--- config.mk ---
export PLATFORM = sky130hd
export DESIGN_NAME = sc_power_seq
export DESIGN_NICKNAME = d
export VERILOG_FILES = /design/src/rtl/sc_seq_pkg.sv /design/src/rtl/sc_tick_timer.sv /design/src/rtl/sc_hold_counter.sv /design/src/rtl/sc_fault_latch.sv /design/src/rtl/sc_power_seq.sv
export SDC_FILE = /design/constraint.sdc
export NUM_CORES = 1
export LEC_CHECK = 0
export CORE_MARGIN = 2
export CORE_UTILIZATION = 50
export DETAILED_ROUTE_END_ITERATION = 8
export GPL_TIMING_DRIVEN = 0
export PLACE_DENSITY = 0.7
export SYNTH_ARGS = -nofsm -noshare
export SYNTH_HDL_FRONTEND = slang
export SYNTH_SLANG_ARGS = --single-unit
--- constraint.sdc ---
create_clock -name clk -period 6.44 [get_ports clk]
set_input_delay 1.288 -clock clk [delete_from_list [all_inputs] [get_ports clk]]
set_output_delay 1.288 -clock clk [all_outputs]
set_load 0.02 [all_outputs]
--- src/rtl/sc_seq_pkg.sv ---
// Package: state encoding shared by the sequencer modules.
// Assumes the forward states are listed in activation order, then the shutdown states.
package sc_seq_pkg;
    typedef enum logic [3:0] {
        ST_IDLE,
        ST_PWR_CHK,
        ST_WAIT_HR,
        ST_IO_DLY,
        ST_CLK_DLY,
        ST_HOLD,
        ST_RUN,
        ST_D_RST,
        ST_D_CLK,
        ST_D_IO,
        ST_D_VCC
    } seq_state_e;
endpackage

--- src/rtl/sc_tick_timer.sv ---
// Interval timer: counts oscillator ticks while run is high and flags the
// tick that completes `limit` ticks. Assumes limit >= 1. It is cleared by
// the owner on every step change.
module sc_tick_timer #(
    parameter int W = 8
) (
    input  logic         clk,
    input  logic         rst_n,
    input  logic         clear,
    input  logic         run,
    input  logic         tick,
    input  logic [W-1:0] limit,
    output logic         done
);
    logic [W-1:0] cnt_q;

    // Tick counter, restarted on clear.
    always_ff @(posedge clk) begin
        if (!rst_n || clear) cnt_q <= '0;
        else if (run && tick) cnt_q <= cnt_q + W'(1);
    end

    // Completion flag on the last tick of the interval.
    assign done = run && tick && (cnt_q == limit - W'(1));

    AST_TIMER_IN_RANGE: assert property (@(posedge clk) disable iff (!rst_n)
        run |-> (cnt_q < limit));
endmodule

--- src/rtl/sc_hold_counter.sv ---
// Reset hold counter: counts card clock pulses while enabled and flags the
// pulse that completes HOLD pulses. It returns to zero whenever it is disabled,
// so each activation starts a fresh count.
module sc_hold_counter #(
    parameter int HOLD = 42000,
    localparam int W = $clog2(HOLD + 1)
) (
    input  logic clk,
    input  logic rst_n,
    input  logic en,
    input  logic pulse,
    output logic done
);
    logic [W-1:0] cnt_q;

    assign done = en && pulse && (cnt_q == W'(HOLD - 1));

    // Pulse counter, cleared while disabled.
    always_ff @(posedge clk) begin
        if (!rst_n || !en) cnt_q <= '0;
        else if (pulse && !done) cnt_q <= cnt_q + W'(1);
    end

    AST_HOLD_BELOW_LIMIT: assert property (@(posedge clk) disable iff (!rst_n)
        cnt_q < W'(HOLD));
    AST_HOLD_CLEARED: assert property (@(posedge clk) disable iff (!rst_n)
        !en |=> (cnt_q == '0));
endmodule

--- src/rtl/sc_fault_latch.sv ---
// Fault collector: merges the hardware flags into one event during a session
// and holds the active-low report until the host withdraws its request.
module sc_fault_latch (
    input  logic clk,
    input  logic rst_n,
    input  logic session,
    input  logic watch_supply,
    input  logic chk_fail,
    input  logic supply_ok,
    input  logic flt_overcur,
    input  logic flt_hot,
    input  logic flt_vdd,
    input  logic card_present,
    input  logic cmd_n,
    output logic fault_evt,
    output logic fault_n
);
    // Fault event: any flag inside a session, or a failed supply check.
    assign fault_evt = (session && (flt_overcur || flt_hot || flt_vdd || !card_present
                        || (watch_supply && !supply_ok))) || chk_fail;

    // Sticky report, released once cmd_n is high.
    always_ff @(posedge clk) begin
        if (!rst_n) fault_n <= 1'b1;
        else if (fault_evt) fault_n <= 1'b0;
        else if (cmd_n) fault_n <= 1'b1;
    end

    AST_FAULT_CLEAR_ON_CMD: assert property (@(posedge clk) disable iff (!rst_n)
        (cmd_n && !fault_evt) |=> fault_n);
endmodule

--- src/rtl/sc_power_seq.sv ---
// Smart card power sequencer top: steps the card supply, I/O mode, clock and
// reset through a fixed activation order and the reverse shutdown order.
// Assumes osc_tick and card_clk_en are single-cycle enables in the clk domain
// and every interval parameter is at least 1.
module sc_power_seq
    import sc_seq_pkg::*;
#(
    parameter int T_CHECK  = 765,
    parameter int T_IO     = 3,
    parameter int T_CLK    = 1,
    parameter int T_STEP   = 1,
    parameter int T_DISCH  = 150,
    parameter int RST_HOLD = 42000
) (
    input  logic clk,
    input  logic rst_n,
    input  logic osc_tick,
    input  logic card_clk_en,
    input  logic cmd_n,
    input  logic host_rst,
    input  logic supply_ok,
    input  logic flt_overcur,
    input  logic flt_hot,
    input  logic flt_vdd,
    input  logic card_present,
    output logic supply_en,
    output logic card_clk_gate,
    output logic card_rst,
    output logic io_rx,
    output logic supply_low,
    output logic fault_n
);
    localparam int M_A  = (T_CHECK > T_DISCH) ? T_CHECK : T_DISCH;
    localparam int M_B  = (T_IO > T_CLK) ? T_IO : T_CLK;
    localparam int M_C  = (M_A > M_B) ? M_A : M_B;
    localparam int TMAX = (M_C > T_STEP) ? M_C : T_STEP;
    localparam int TW   = $clog2(TMAX + 1);

    seq_state_e    state_q, state_d;
    logic          sup_q, clk_q, io_q;
    logic          session, watch, timed, t_done, hold_done;
    logic          chk_fail, fault_evt;
    logic [TW-1:0] limit;

    assign session = (state_q >= ST_PWR_CHK) && (state_q <= ST_RUN);
    assign watch   = (state_q >= ST_WAIT_HR) && (state_q <= ST_RUN);

    // Interval length of the current step.
    always_comb begin
        timed = 1'b1;
        case (state_q)
            ST_PWR_CHK: limit = TW'(T_CHECK);
            ST_IO_DLY:  limit = TW'(T_IO);
            ST_CLK_DLY: limit = TW'(T_CLK);
            ST_D_RST, ST_D_CLK, ST_D_IO: limit = TW'(T_STEP);
            ST_D_VCC:   limit = TW'(T_DISCH);
            default: begin
                limit = TW'(1);
                timed = 1'b0;
            end
        endcase
    end

    sc_tick_timer #(.W(TW)) u_timer (
        .clk(clk), .rst_n(rst_n), .clear(state_d != state_q), .run(timed),
        .tick(osc_tick), .limit(limit), .done(t_done)
    );

    sc_hold_counter #(.HOLD(RST_HOLD)) u_hold (
        .clk(clk), .rst_n(rst_n), .en(state_q == ST_HOLD),
        .pulse(card_clk_en), .done(hold_done)
    );

    assign chk_fail = (state_q == ST_PWR_CHK) && t_done && !supply_ok;

    sc_fault_latch u_fault (
        .clk(clk), .rst_n(rst_n), .session(session), .watch_supply(watch),
        .chk_fail(chk_fail), .supply_ok(supply_ok), .flt_overcur(flt_overcur),
        .flt_hot(flt_hot), .flt_vdd(flt_vdd), .card_present(card_present),
        .cmd_n(cmd_n), .fault_evt(fault_evt), .fault_n(fault_n)
    );

    // Next step: forward progress, with abort to shutdown taking priority.
    always_comb begin
        state_d = state_q;
        case (state_q)
            ST_IDLE:    if (!cmd_n && fault_n) state_d = ST_PWR_CHK;
            ST_PWR_CHK: if (t_done) state_d = ST_WAIT_HR;
            ST_WAIT_HR: if (!host_rst) state_d = ST_IO_DLY;
            ST_IO_DLY:  if (t_done) state_d = ST_CLK_DLY;
            ST_CLK_DLY: if (t_done) state_d = ST_HOLD;
            ST_HOLD:    if (hold_done) state_d = ST_RUN;
            ST_D_RST:   if (t_done) state_d = ST_D_CLK;
            ST_D_CLK:   if (t_done) state_d = ST_D_IO;
            ST_D_IO:    if (t_done) state_d = ST_D_VCC;
            ST_D_VCC:   if (t_done) state_d = ST_IDLE;
            default:    state_d = state_q;
        endcase
        if (session && (fault_evt || cmd_n)) state_d = ST_D_RST;
    end

    // Step register.
    always_ff @(posedge clk) begin
        if (!rst_n) state_q <= ST_IDLE;
        else state_q <= state_d;
    end

    // Card control flags, switched only on the step transitions that own them.
    always_ff @(posedge clk) begin
        if (!rst_n) begin
            sup_q <= 1'b0;
            clk_q <= 1'b0;
            io_q  <= 1'b0;
        end else begin
            if (state_q == ST_IDLE && state_d == ST_PWR_CHK) sup_q <= 1'b1;
            if (state_q == ST_IO_DLY && state_d == ST_CLK_DLY) io_q <= 1'b1;
            if (state_q == ST_CLK_DLY && state_d == ST_HOLD) clk_q <= 1'b1;
            if (state_q == ST_D_RST && state_d == ST_D_CLK) clk_q <= 1'b0;
            if (state_q == ST_D_CLK && state_d == ST_D_IO) io_q <= 1'b0;
            if (state_q == ST_D_IO && state_d == ST_D_VCC) sup_q <= 1'b0;
        end
    end

    assign supply_en     = sup_q;
    assign card_clk_gate = clk_q;
    assign io_rx         = io_q;
    assign card_rst      = (state_q == ST_RUN) && host_rst;
    assign supply_low    = (state_q == ST_IDLE);

    AST_RST_NEEDS_CLK: assert property (@(posedge clk) disable iff (!rst_n)
        card_rst |-> (card_clk_gate && io_rx && supply_en));
    AST_CLK_NEEDS_IO: assert property (@(posedge clk) disable iff (!rst_n)
        card_clk_gate |-> io_rx);
    AST_IO_NEEDS_SUPPLY: assert property (@(posedge clk) disable iff (!rst_n)
        io_rx |-> supply_en);
    AST_LOW_ONLY_UNPOWERED: assert property (@(posedge clk) disable iff (!rst_n)
        supply_low |-> !(supply_en || io_rx || card_clk_gate));
    AST_FAULT_STARTS_SHUTDOWN: assert property (@(posedge clk) disable iff (!rst_n)
        (session && fault_evt) |=> (state_q == ST_D_RST && !fault_n));
    AST_SHUTDOWN_IGNORES_CMD: assert property (@(posedge clk) disable iff (!rst_n)
        (state_q >= ST_D_RST) |=> (state_q >= ST_D_RST || state_q == ST_IDLE));
endmodule

---- Word level (Yosys, flattened, before mapping) ----
Index checks and enable logic that the tools add are counted.
cells by class
  add/sub/neg operators ................... 3
  order comparisons ....................... 3
  equal/unequal tests ..................... 19
  mux-type cells .......................... 16
  bitwise gates (word level) .............. 1
  reduce and logical (&&, ||, !) cells .... 40
operators by type and width
  kind                                                             count
  2-to-1 mux 4 bit                                                 11
  case mux 4 bit (10 select lines)                                 1
  case mux 10 bit (3 select lines)                                 1
  == test 4 x 3 -> 1 bit (second input constant)                   6
  == test 4 bit (second input constant)                            6
  logical AND 1 bit                                                20
  adder 16 x 1 -> 16 bit (second input constant)                   1
  == test 16 bit (second input constant)                           1
  adder 10 x 1 -> 10 bit (second input constant)                   1
  == test 10 bit                                                   1
  subtractor 10 x 1 -> 10 bit (second input constant)              1
  == test 4 x 1 -> 1 bit (second input constant)                   2
  == test 4 x 2 -> 1 bit (second input constant)                   2
  logical OR 1 bit                                                 8
  OR reduction 7 bit                                               1
  logical NOT 1 bit                                                6
  OR reduction 2 bit                                               3
  >= comparator 4 x 1 -> 1 bit (second input constant)             1
  >= comparator 4 x 2 -> 1 bit (second input constant)             1
  less-or-equal comparator 4 x 3 -> 1 bit (second input constant)  1
  logical NOT 4 bit                                                1
  != test 4 bit                                                    1
  2-to-1 mux 1 bit                                                 3
  nonzero test 2 bit                                               1
  NOT 1 bit                                                        1
storage, ports and cells
  register bits ........................... 34
  input bits .............................. 11

---- Logic depth before layout (Yosys ltp) ----
  depth after elaboration ................. 14
  mapped depth ............................ 11
  depth with buffers taken out ............ 9

---- Hierarchy ----
Synthesis repeated with hierarchy kept, for this count alone.
second synthesis, totals
  cell total of the unflattened synthesis .. 291
  area total of the unflattened synthesis .. 2339.7 um2
modules (own cells, without submodules)
  module           instances  cells each  area an instance (um2)  sequential area each (um2)
  sc_hold_counter  1          102         828.3                   320.3
  sc_tick_timer    1          97          782.0                   200.2
  sc_power_seq     1          85          658.1                   140.1
  sc_fault_latch   1          7           71.3                    20.0

---- Worst setup path after synthesis ----
Ideal clock, no wire load.
  path kind ............................... input-to-reg
  start ................................... input flt_hot
  end ..................................... register io_q, in the netlist io_rx
  library setup time ...................... 0.070 ns
  data arrival time ....................... 2.812 ns
  required time ........................... 6.370 ns
  path slack .............................. 3.558 ns
  stages on the path ...................... 6
  buffers on the path ..................... 0
  path through ............................ nor4b_1 o21ai_1 o21a_1 or2_2 or4_1 a21boi_1
on the way
  longest elaborated chain between the ends .. 12
  elaborated cells on any way between the ends .. 14
ends and longest elaborated chain
  item                                line                  source
  start: declaration                  sc_power_seq.sv:23    input logic flt_hot,
  logical OR 1 bit (*) (3 in series)  sc_fault_latch.sv:19  assign fault_evt = (session && (flt_overcur || flt_hot || flt_vdd || !card_present
  logical OR 1 bit (*)                sc_fault_latch.sv:20  || (watch_supply && !supply_ok))) || chk_fail;
  logical AND 1 bit (*)               sc_fault_latch.sv:19
  logical OR 1 bit (*)                sc_fault_latch.sv:20
  logical OR 1 bit (*)                sc_power_seq.sv:99    if (session && (fault_evt || cmd_n)) state_d = ST_D_RST;
  logical AND 1 bit (*)               sc_power_seq.sv:99
  2-to-1 mux 4 bit (*)                sc_power_seq.sv:99
  == test 4 bit                       sc_power_seq.sv:119   if (state_q == ST_D_CLK && state_d == ST_D_IO) io_q <= 1'b0;
  logical AND 1 bit                   sc_power_seq.sv:119
  OR reduction 2 bit (no line)        -
  end signal: assignment              sc_power_seq.sv:113   io_q <= 1'b0;
  end signal: assignment              sc_power_seq.sv:116   if (state_q == ST_IO_DLY && state_d == ST_CLK_DLY) io_q <= 1'b1;
  end signal: assignment              sc_power_seq.sv:119
  end: declaration                    sc_power_seq.sv:40    logic sup_q, clk_q, io_q;
Mark *: on every way between the ends. The rest lies on a longest branch, timed or not.
A chain may end at the register's enable or synchronous reset.

---- Worst setup path in the final report ----
  start ................................... input host_rst
  end ..................................... output card_rst
on the way
  longest elaborated chain between the ends .. 1
ends and longest elaborated chain
  item                line                 source
  start: declaration  sc_power_seq.sv:20   input logic host_rst,
  logical AND 1 bit   sc_power_seq.sv:127  assign card_rst = (state_q == ST_RUN) && host_rst;
  end: declaration    sc_power_seq.sv:28   output logic card_rst,
Every way passes these cells.

==> reports/summary.md <==
The flip-flop and latch count after synthesis is 34, and the synthesized netlist net count is 270. Yosys mapped a number of flops with a built-in enable equal to 0. The horizontal die dimension is 68.3 um, and the number of clock buffers inserted by TritonCTS is 5.

After clock tree synthesis, the setup repair step added 0 buffers. The finished layout holds 330 standard cells, fillers aside. Data on the critical path is required at its endpoint by 5150 ps. The first-iteration detailed-routing DRC count was 132.

After layout, the minimum clock period comes to 3850 ps. The tools report the synthesis warning total as 0. The largest fanout on the critical path was 2; the share of cells above drive strength 1 was 8.21%. Wires add up to 4.56 mm. In the final routed layout, each cell accounts on average for 13.8 um. Number of nets in the finished design: 293. The clock arrives with 7.70 ps of skew. The run gives 377 as the number of fill cells. The number of global-route vias before repair came out at 1702. The initial core utilization was 51.6%.

In the synthesized netlist the dominant register cell turns out to be sky130_fd_sc_hd__dfxtp_1. The growth of design area from synthesis to finish works out to 15.2%. The H-tree was split into 2 levels. The total count of hold-check failures in the final report was 0; the highest clock rate was 260 MHz. For the initial antenna violation count, the log shows 0. The number of placed instances, taps included was 322.

The initialized floorplan defines 23 standard-cell rows. After clock tree synthesis, the clock-pin slew on the worst setup and hold paths is 70 ps. The run gives 2 as the buffer depth of the longest clock path. Routability-driven placement finished with a final weighted congestion of 0.880. The cell type with the largest total area after synthesis is sky130_fd_sc_hd__dfxtp_1.

In the routed layout, each cell is associated on average with a via count of 5.87. The path class of the tightest hold or removal check is register to register. The worst setup path is launched from a primary input. After detailed routing, the number of remaining DRC violations is 0.

The summed negative setup slack over all endpoints is 0 ps. Sequential cells were found to cover 33.0% of the synthesized design area. The final antenna diode count is 0, and the total grt overflow is 0.

By area the synthesized netlist is led by sky130_fd_sc_hd__dfxtp_1 (33%), sky130_fd_sc_hd__nor3_1 (5.1%), sky130_fd_sc_hd__xnor2_1 (5.1%), sky130_fd_sc_hd__nand2_1 (4.5%), sky130_fd_sc_hd__xor2_1 (4.2%). Post-CTS repair changed the size of 0 cells. The logs give 4660 um2 for the area of the die and 4000 um2 for the area inside the core boundary. The logs give 4 for the detailed-routing iteration count for the pre-antenna-repair pass and 34 for the total clock sinks. For the number of top-level pins, the log shows 17. Summed over its instances, the top area cell type makes up 33.0% of the synthesized netlist area. The logs give 0.765 nW for the static leakage power and 3.33 mm for the HPWL after detailed placement. The async set or reset register ratio after synthesis was 0%. The multi-input combinational cells in the finished layout cover a total of 1290 um2. Setup repair after global routing left no endpoint under its margin. Across the whole layout, storage elements account for 681 um2.

The post-synthesis cell count is 256, and the post-synthesis average cell area is 8.06 um2. The data arrival time of the critical path is 2560 ps. The tools report the clock tree root buffer cell as sky130_fd_sc_hd__clkbuf_8. The run gives 0 as the final-report max-slew violation count. The worst-margin pin slew is 701 ps. The worst-case IR drop observed on VDD is 136 uV. Dividing total power by cell area gives a power density of 212 nW/um2. Buffers inserted to repair hold after CTS numbered 0. The sort of element at the end of the critical path is an output port. At the placement stage, the worst setup path has a slack of 2580 ps. The first global-routing pass estimated 7.49 mm of wire. The global-route usage over all layers was 21.5%; the floorplan die height was 68.3 um. Entering global routing, the biggest net connects 11 pins.

The critical path in this run is classified as primary input to output port. The run finished with clean final reports. TritonCTS built the clock tree.

Headroom to the max-slew limit came out at 53.0%. The logs give 290 ps for the clock latency at the later pin of the worst-skew pair and 1938 for the overall via count from detail_route. Overall power consumption after layout is estimated at 0.504 mW.

The count of nets left with antenna violations once routing finished came out at 0. The final number of setup-violating endpoints was 0. The count of input and output buffers works out to 16.

The max-capacitance violation count is 0, and the synthesized area is 2060 um2. The final critical path takes up 59.8% of the cycle. In this run, distinct cell masters in the synthesized netlist total 53. Setup slack of the critical path after layout: 2590 ps.
==> sequential cells by signal (all words and copies together) (netlist names) <==
register / flops
state_q: 4
card_clk_gate: 1
u_timer.cnt_q: 10
supply_en: 1
u_fault.fault_n: 1
io_rx: 1
u_hold.cnt_q: 16
==> worst paths after layout <==
check	from	slack, ps	depth (start not counted)	endpoint
worst max-delay path	host_rst	2590	3	card_rst
worst min-delay path	io_rx	460	2	io_rx
worst min register to register	io_rx	460	2	io_rx
worst max register to register	state_q[0]	3300	11	u_timer.cnt_q[4]
==> report_power, final <==
| group | leakage (nW) | switching (mW) | internal [mW] |
|---|---|---|---|
| registers | 0.275 | 0.00467 | 0.215 |
| clock network | 0.0482 | 0.0790 | 0.0862 |
| logic | 0.441 | 0.0714 | 0.0473 |
| total | 0.765 | 0.155 | 0.349 |
==> cell usage in the layout (no fill, tap or decap), drive strengths merged, types with 3 or more instances in the layout <==
| cell | n |
|---|---|
| nor3 | 21 |
| nor4b | 4 |
| dfxtp | 34 |
| and3 | 4 |
| nand3 | 5 |
| clkbuf | 12 |
| o21a | 3 |
| o211ai | 3 |
| clkdlybuf4s50 | 16 |
| a31oi | 5 |
| ha | 3 |
| nor3b | 4 |
| nor2b | 3 |
| nand4 | 7 |
| xor2 | 10 |
| inv | 9 |
| xnor2 | 12 |
| nor4 | 8 |
| o21ai | 10 |
| buf | 7 |
| mux2i | 3 |
| a21oi | 10 |
| nor2 | 24 |
| nand2 | 25 |
| or3 | 6 |
==> cell type report <==
cell class                 instances  area share, %
sequential                        34           28.6
buffer                            12           2.52
multi-input combinational        201           54.2
inverter                           9           1.42
tap                               50           2.63
timing repair buffer              16           6.73
clock inverter                     1          0.210
clock buffer                       7           3.63
==> Yosys cell counts (4+ instances only) <==
master / instances
sky130_fd_sc_hd__clkbuf_1: 5
sky130_fd_sc_hd__xnor2_1: 12
sky130_fd_sc_hd__a21oi_1: 10
sky130_fd_sc_hd__dfxtp_1: 34
sky130_fd_sc_hd__nor4_1: 8
sky130_fd_sc_hd__buf_2: 6
sky130_fd_sc_hd__nand2_1: 25
sky130_fd_sc_hd__nor2_1: 23
sky130_fd_sc_hd__nor4b_1: 4
sky130_fd_sc_hd__xor2_1: 10
sky130_fd_sc_hd__nand4_1: 7
sky130_fd_sc_hd__a31oi_1: 5
sky130_fd_sc_hd__nor3b_1: 4
sky130_fd_sc_hd__and3_1: 4
sky130_fd_sc_hd__nand3_1: 5
sky130_fd_sc_hd__or3_1: 6
sky130_fd_sc_hd__inv_1: 9
sky130_fd_sc_hd__nor3_1: 21
sky130_fd_sc_hd__o21ai_0: 8
==> per-layer routing <==
layer | routed length (um) | part of all wire, % | up-vias | track usage (%)
met5 | 0 | 0 | - | 0
met4 | 85 | 1.9 | 0 | 9.00
met3 | 244 | 5.4 | 8 | 5.43
met2 | 2110 | 46 | 38 | 34.3
met1 | 2120 | 46 | 911 | 27.5
li1 | - | - | 981 | -
==> cells by family (layout without fill, tap and decap cells) <==
| group | count (synthesis) | in the layout | synth area share, % |
|---|---|---|---|
| simple gates | 127 | 127 | 33.7 |
| compound gates | 46 | 46 | 16.2 |
| fa+ha+maj | 3 | 3 | 1.82 |
| mux | 3 | 3 | 1.45 |
| flops | 34 | 34 | 33.0 |
| xor+xnor | 22 | 22 | 9.33 |
| buf+inv | 21 | 45 | 4.55 |
==> critical path: stages <==
cell and delay, ps:
sky130_fd_sc_hd__clkdlybuf4s50_1 480, sky130_fd_sc_hd__and4b_1 200, sky130_fd_sc_hd__clkdlybuf4s50_1 600
==> stage by stage <==
| step | instance area [um2] | hold slack [ps] | utilization (%) |
|---|---|---|---|
| 3_5_place_dp | 2290 | 456 | 57.2 |
| 2_1_floorplan | 2060 | 467 | - |
| 3_3_place_gp | 2290 | 446 | 57.2 |
| 4_1_cts | 2380 | 468 | 59.5 |
| 6_report | 2380 | 462 | 59.5 |
| 5_1_grt | 2380 | 481 | 59.5 |
(Power assumes the default switching activity.)
